**src/rtl/accum_cpu.sv**
```systemverilog
module accum_cpu #(
  parameter int DW = 16,
  parameter logic [DW-6:0] VECTOR = 11'h7F0
) (
  input  logic          clk,
  input  logic          rst,
  output logic [DW-6:0] mem_addr,
  output logic [DW-1:0] mem_wdata,
  input  logic [DW-1:0] mem_rdata,
  output logic          mem_we,
  input  logic          irq,
  output logic [DW-6:0] pc,
  output logic [DW-1:0] acc,
  output logic          zero_flag,
  output logic          carry_flag,
  output logic          irq_pending,
  output logic [DW-6:0] saved_pc,
  output logic          halted
);
  localparam int AW = DW - 5;
  localparam logic [3:0] OP_LOAD = 4'd1, OP_STORE = 4'd2, OP_ADD = 4'd3, OP_SUB = 4'd4,
                         OP_AND = 4'd5, OP_OR = 4'd6, OP_XOR = 4'd7, OP_JUMP = 4'd8,
                         OP_HALT = 4'd15;

  typedef enum logic [3:0] {
    S_FMAR, S_FWAIT, S_FMBR, S_FCIR, S_DEC, S_OWAIT, S_OMBR, S_EXEC, S_STORE, S_INT, S_HALT
  } st_t;

  st_t st;
  logic [AW-1:0] mar;
  logic [DW-1:0] mbr, cir, res;
  logic cout;

  wire [3:0]    opc  = cir[DW-1:DW-4];
  wire          imm  = cir[DW-5];
  wire [AW-1:0] opnd = cir[AW-1:0];
  wire          uses_data = (opc >= OP_LOAD && opc <= OP_XOR && opc != OP_STORE);

  assign mem_addr  = mar;
  assign mem_wdata = mbr;
  assign mem_we    = (st == S_STORE);
  assign halted    = (st == S_HALT);

  always_comb begin
    cout = carry_flag;
    res  = mbr;
    case (opc)
      OP_ADD: {cout, res} = {1'b0, acc} + {1'b0, mbr};
      OP_SUB: {cout, res} = {1'b0, acc} - {1'b0, mbr};
      OP_AND: begin res = acc & mbr; cout = 1'b0; end
      OP_OR:  begin res = acc | mbr; cout = 1'b0; end
      OP_XOR: begin res = acc ^ mbr; cout = 1'b0; end
      default: ;
    endcase
  end

  always_ff @(posedge clk) begin
    if (rst) begin
      st <= S_FMAR;
      pc <= '0; mar <= '0; mbr <= '0; cir <= '0; acc <= '0;
      zero_flag <= 1'b0; carry_flag <= 1'b0; irq_pending <= 1'b0; saved_pc <= '0;
    end else begin
      if (irq) irq_pending <= 1'b1;
      case (st)
        S_FMAR:  begin mar <= pc; st <= S_FWAIT; end
        S_FWAIT: st <= S_FMBR;
        S_FMBR:  begin mbr <= mem_rdata; pc <= pc + 1'b1; st <= S_FCIR; end
        S_FCIR:  begin cir <= mbr; st <= S_DEC; end
        S_DEC: begin
          if (uses_data) begin
            if (imm) begin mbr <= DW'(opnd); st <= S_EXEC; end
            else begin mar <= opnd; st <= S_OWAIT; end
          end else if (opc == OP_STORE) begin
            mar <= opnd; mbr <= acc; st <= S_STORE;
          end else if (opc == OP_JUMP) begin
            pc <= opnd; st <= S_INT;
          end else if (opc == OP_HALT) st <= S_HALT;
          else st <= S_INT;
        end
        S_OWAIT: st <= S_OMBR;
        S_OMBR:  begin mbr <= mem_rdata; st <= S_EXEC; end
        S_EXEC: begin
          acc <= res; zero_flag <= (res == '0); carry_flag <= cout; st <= S_INT;
        end
        S_STORE: st <= S_INT;
        S_INT: begin
          if (irq_pending) begin
            saved_pc <= pc; pc <= VECTOR; irq_pending <= irq;
          end
          st <= S_FMAR;
        end
        default: st <= S_HALT;
      endcase
    end
  end

  p_reset_r1: assert property (@(posedge clk)
    rst |=> (pc == '0 && acc == '0 && !irq_pending && !zero_flag && !carry_flag && !mem_we));
  p_pc_step_r2: assert property (@(posedge clk) disable iff (rst)
    (st == S_FMBR) |=> (pc == $past(pc) + 1'b1));
  p_zero_flag_r7: assert property (@(posedge clk) disable iff (rst)
    (st == S_EXEC) |=> (zero_flag == (acc == '0)));
  p_store_pulse_r8: assert property (@(posedge clk) disable iff (rst)
    mem_we |=> !mem_we);
  p_halt_freeze_r10: assert property (@(posedge clk) disable iff (rst)
    halted |=> (halted && $stable(pc) && !mem_we));
  p_vector_r11: assert property (@(posedge clk) disable iff (rst)
    (st == S_INT && irq_pending) |=> (pc == VECTOR && saved_pc == $past(pc)));
endmodule

```
**config.mk**
```make
export PLATFORM = sky130hd
export DESIGN_NAME = accum_cpu
export DESIGN_NICKNAME = d
export VERILOG_FILES = /design/src/rtl/accum_cpu.sv
export SDC_FILE = /design/constraint.sdc
export NUM_CORES = 1
export LEC_CHECK = 0
export BUFFER_PORTS_ARGS = -buffer_cell sky130_fd_sc_hd__buf_4
export CORE_MARGIN = 2
export CORE_UTILIZATION = 30
export DETAILED_ROUTE_END_ITERATION = 10
export HOLD_SLACK_MARGIN = 0.05
export PLACE_DENSITY = 0.56
export SLEW_MARGIN = 20
export SYNTH_ARGS = -nofsm -noshare
export SYNTH_HDL_FRONTEND = slang
export SYNTH_SLANG_ARGS = --single-unit
```
**constraint.sdc**
```tcl
create_clock -name clk -period 3.6 [get_ports clk]
set_clock_uncertainty 0.05 [all_clocks]
set_input_delay 1.08 -clock clk [delete_from_list [all_inputs] [get_ports clk]]
set_output_delay 1.08 -clock clk [all_outputs]
set_load 0.05 [all_outputs]
```
# Word-level counts from Yosys, hierarchy flattened
# Index checks and enable logic that the tools add are counted.
dict set report totals {
  mem_count 0
  ramBits 0
  out_inout_bits 70
  reg_bits 88
  rom_bits 0
  latchBits 0
  wordCells 84
}
dict set report op_classes {
  n_bitwise 3
  n_div 0
  addsub 3
  shift 0
  mux 24
  multipliers 0
  n_reduce_logical 16
  magnitude_cmp 2
  n_eq_ne 26
}
# op n
set ops {}
lappend ops {{16-bit one-hot mux with 5 select lines} 1}
lappend ops {{11-bit two-way mux} 7}
lappend ops {{16-bit two-way mux} 3}
lappend ops {{4-bit one-hot mux with 9 select lines} 1}
lappend ops {{11-bit one-hot mux with 3 select lines} 1}
lappend ops {{4-bit by 3-bit == test with 1-bit output, second input constant} 8}
lappend ops {{16-bit one-hot mux with 2 select lines} 1}
lappend ops {{11-bit one-hot mux with 2 select lines} 1}
lappend ops {{4-bit == test, second input constant} 5}
lappend ops {{16-bit by 16-bit adder with 17-bit output} 1}
lappend ops {{16-bit by 16-bit subtractor with 17-bit output} 1}
lappend ops {{16-bit AND} 1}
lappend ops {{4-bit by 2-bit == test with 1-bit output, second input constant} 4}
lappend ops {{16-bit logical NOT} 1}
lappend ops {{16-bit bitwise OR} 1}
lappend ops {{16-bit bitwise XOR} 1}
lappend ops {{11-bit by 1-bit adder with 11-bit output, second input constant} 1}
lappend ops {{3-bit inequality test, second input constant} 3}
lappend ops {{2-bit two-way mux} 4}
lappend ops {{2-bit inequality test, second input constant} 4}
lappend ops {{3-bit AND reduction} 2}
lappend ops {{3-bit nonzero test} 2}
lappend ops {{5-bit AND reduction} 1}
lappend ops {{4-bit by 1-bit == test with 1-bit output, second input constant} 1}
lappend ops {{12 further kinds} 18}

# Logic depth before layout (Yosys ltp)
dict set report depth {
  depth_word 6
  mapped_depth 14
  mapped_depth_nobuf 14
}

# Worst setup path before layout
# Ideal clock, no wire load.
dict set report synth_path {
  path_type {register to register}
  from {reg mbr[1] (netlist: mem_wdata[1])}
  to {reg zero_flag}
  slack_ps 67
  required_time_ps 3466
  arrival_time_ps 3399
  setup_time_ps 84
  period_less_slack_ps 3533
  path_stages_with_launch 12
  cell_sequence {dfxtp_1 inv_1 ha_1 a211o_1 a2111oi_4 nor2_2 a211oi_2 nor3_1 or4b_1 a221oi_2 nand4_1 o31ai_2}
}
dict set report synth_via {
  elab_chain_cells 3
}
# item line_no
set synth_lines {}
lappend synth_lines {{start, declared} 31} ;# logic [DW-1:0] mbr, cir, res;
lappend synth_lines {{start signal, assigned} 60} ;# pc <= '0; mar <= '0; mbr <= '0; cir <= '0; acc <= '0;
lappend synth_lines {{start signal, assigned} 67} ;# S_FMBR: begin mbr <= mem_rdata; pc <= pc + 1'b1; st <= S_FCIR; end
lappend synth_lines {{start signal, assigned} 71} ;# if (imm) begin mbr <= DW'(opnd); st <= S_EXEC; end
lappend synth_lines {{16-bit by 16-bit subtractor with 17-bit output (tied with other cells)} 49} ;# OP_SUB: {cout, res} = {1'b0, acc} - {1'b0, mbr};
lappend synth_lines {{16-bit one-hot mux with 5 select lines (*)} 47} ;# case (opc)
lappend synth_lines {{16-bit logical NOT (*)} 83} ;# acc <= res; zero_flag <= (res == '0); carry_flag <= cout; st <= S_INT;
lappend synth_lines {{end signal, assigned} 61} ;# zero_flag <= 1'b0; carry_flag <= 1'b0; irq_pending <= 1'b0; saved_pc <= '0;
lappend synth_lines {{end signal, assigned} 83}
lappend synth_lines {{end, declared} 14} ;# output logic zero_flag,
# Mark *: on every way between the ends. The rest lies on a longest branch, timed or not.
# A chain may end at the register's enable or synchronous reset.

# Worst setup path after layout
# Ends and elaborated chain as after synthesis.

==> impl_metrics.json <==
{
  "status": "finished clean",
  "synth.avg_cell_area_um2": 7.29,
  "ff2ff_path_depth": 11,
  "design_area_um2": 7870,
  "path_clk_slew_ns": 0.07,
  "post_dp_cell_area_um2": 7560,
  "die_h_um": 151,
  "netlist_area_um2": 6450,
  "slew_viol_final": 0,
  "hold_start": "saved_pc[2]$_SDFFE_PP0P_",
  "clkLatencyLatePin_ns": 0.36,
  "async_reset_ff_share_pct": 0,
  "arrival_ns": 3.64,
  "regToRegStartpoint": "mem_wdata[1]$_SDFFE_PP0P_",
  "powerDensity_nw_per_um2": 335,
  "path_buf_inv": 1,
  "start_util_pct": 30.6,
  "crit_path_frequent_cell": "nand4_1",
  "grt_max_degree": 86,
  "die_area_um2": 22700,
  "drt_first_pass_iters": 6,
  "h-tree-depth": 3,
  "final_cell_mix": "149 x nand2_1, 133 x buf_4, 99 x a21oi_1",
  "setup_violations": 0,
  "area_growth_pct": 21.9,
  "synth_cell_types": 74,
  "grt_overflow_total": 0,
  "place_ws_ns": 0.0810,
  "synth-edff-count": 0,
  "design.core.area_um2": 21100,
  "antenna_found_initial": 0,
  "crit_path_top_delay_cell": "a222oi_1",
  "tightest_slew_ns": 1.00,
  "die_x_um": 151,
  "stdcell_count": 1245,
  "clockBufferDepth": 2,
  "crit_required_ns": 3.83,
  "drtIter0Drc": 667,
  "drive_gt1_share_pct": 18.7,
  "syn-num-nets": 958,
  "hold_violations": 0,
  "finalPower_mw": 2.64,
  "wirelength_um": 23500,
  "hpwl_um": 17200,
  "netlist_instances": 885,
  "min_path_cells": 2,
  "grt_pass1_wl_um": 36400,
  "drv_cap": 0,
  "setup_tns_ns": 0,
  "clock_sinks": 88,
  "r2r_setup_slack_ns": 0.19,
  "first_global_vias": 6405,
  "fmax_mhz": 293,
  "endpoint_kind": "flip-flop",
  "crit_fanout": 5,
  "cts-buffers-inserted": 9,
  "ys_seq_area_share_pct": 27.3,
  "layout_commonest_cell": "nand2_1",
  "wl_per_cell_um": 18.9,
  "hold_ws_ns": 0.412,
  "antenna_left": 0,
  "ios": 89,
  "rows": 53,
  "rsz0062_at_grt": "no",
  "relSlewSlack_pct": 33.2,
  "final_core_util_pct": 37.3,
  "cts_tree": "yes",
  "ys_warn_count": 0,
  "ctsRootBufferMaster": "clkbuf_16",
  "cp.depth": 11,
  "finalCritPeriodShare_pct": 94.8,
  "worstSetupPathType": "reg -> reg",
  "holdCritPathClass": "reg -> reg",
  "cellLeakagePower_nw": 3.02,
  "portBuffers": 88,
  "max_stage_delay_ns": 0.46,
  "crit_chain": "inv_1, ha_1, a211o_1, a2111oi_4, nor2_2, a221o_1, a222oi_1, nand4_1, nor4_2, nand4_1, o31ai_2",
  "via_per_inst": 5.59,
  "diodes": 0,
  "peakVddDrop_uv": 189,
  "place_inst": 1229,
  "grt_usage_pct": 20.6,
  "period_needed_ns": 3.41,
  "r2r-end": "zero_flag$_SDFFE_PP0P_",
  "nets": 1038,
  "drc_errors": 0,
  "start_kind": "flip-flop",
  "synth_seq_cells": 88,
  "synth-main-ff-cell": "dfxtp_1",
  "routabilityCongestion": 0.935,
  "crit_family": "compound AO/OA/AOI/OAI gates",
  "vias": 6957,
  "min_to": "saved_pc[2]$_SDFFE_PP0P_",
  "fin_ws_ns": 0.189
}
-- cells by family after synthesis --
group	count (synthesis)	share of synthesized area [%]
simple gates	334	23.3
compound gates	274	28.5
buf+inv	112	6.65
flops	88	27.3
fa+ha+maj	54	10.7
mux	14	2.38
xor+xnor	9	1.22
-- how the worst max path moves through the flow --
stage / startpoint / end / slack [ns]
finish: mem_wdata[1]$_SDFFE_PP0P_ / zero_flag$_SDFFE_PP0P_ / 0.19
global route: acc[0]$_SDFFE_PP0P_ / zero_flag$_SDFFE_PP0P_ / 0.01
CTS: acc[0]$_SDFFE_PP0P_ / zero_flag$_SDFFE_PP0P_ / 0.07
detailed placement: acc[0]$_SDFFE_PP0P_ / zero_flag$_SDFFE_PP0P_ / 0.08
global placement: acc[0]$_SDFFE_PP0P_ / zero_flag$_SDFFE_PP0P_ / 0.20
floorplan: mem_wdata[1]$_SDFFE_PP0P_ / zero_flag$_SDFFE_PP0P_ / 0.07
-- registers in the layout (all words and copies together), names as in the netlist --
register     flops
zero_flag        1
st               4
mem_wdata       16
saved_pc        11
irq_pending      1
cir             16
pc              11
mem_addr        11
carry_flag       1
acc             16
-- Yosys cell counts (all sizes together), types with 6 or more instances --
master	count	share of area (%)
a211oi	17	2.1
a21o	6	0.70
a21oi	100	7.8
a221oi	16	2.3
a22oi	9	1.0
a311oi	21	2.8
and3	7	0.68
buf	11	0.78
clkbuf	53	3.1
dfxtp	88	27
ha	52	10
inv	48	2.8
mux2	11	1.9
nand2	149	8.7
nand2b	16	1.6
nand3	15	1.2
nor2	80	4.7
nor2b	10	0.97
nor3	22	1.8
o211ai	7	0.81
o21ai	39	3.0
o22ai	8	0.78
or3	9	0.87
xnor2	7	0.95
-- per-layer routing --
metal | up-vias | track usage [%] | wire [um] | share of wire [%]
met5 | - | 0 | 0 | 0
met1 | 3349 | 29.0 | 10900 | 46
met3 | 53 | 3.00 | 1420 | 6.0
met4 | 0 | 7.85 | 750 | 3.2
met2 | 258 | 31.9 | 10500 | 45
li1 | 3297 | - | - | -
-- final cells by class --
class,count,area (um^2)
clock inverters,6,41.3
clock buffers,10,239
fillers,2281,13200
multi-input cells,685,4300
repair buffers,133,998
inverters,48,180
flip-flops and latches,88,1760
well taps,275,344
-- timing repair --
action | in CTS | in global routing
gates resized for setup | 0 | 5
hold buffers | 0 | 0
endpoints found under the setup margin | 0 | 2
setup buffers | 0 | 0
-- worst reg2reg max path: stages, from the launching register on --
cell and delay [ns]:
dfxtp_1 0.33, inv_1 0.12, ha_1 0.36, a211o_1 0.37, a2111oi_4 0.36, nor2_2 0.10, a221o_1 0.32, a222oi_1 0.46
nand4_1 0.27, nor4_2 0.23, nand4_1 0.15, o31ai_2 0.22
-- report_power, final --
group / switching (mW) / internal [mW] / total [mW]
Clock: 0.436 / 0.490 / 0.927
Sequential: 0.0531 / 1.02 / 1.07
Combinational: 0.417 / 0.225 / 0.641
No activity file was read; power rests on OpenSTA's default activity.
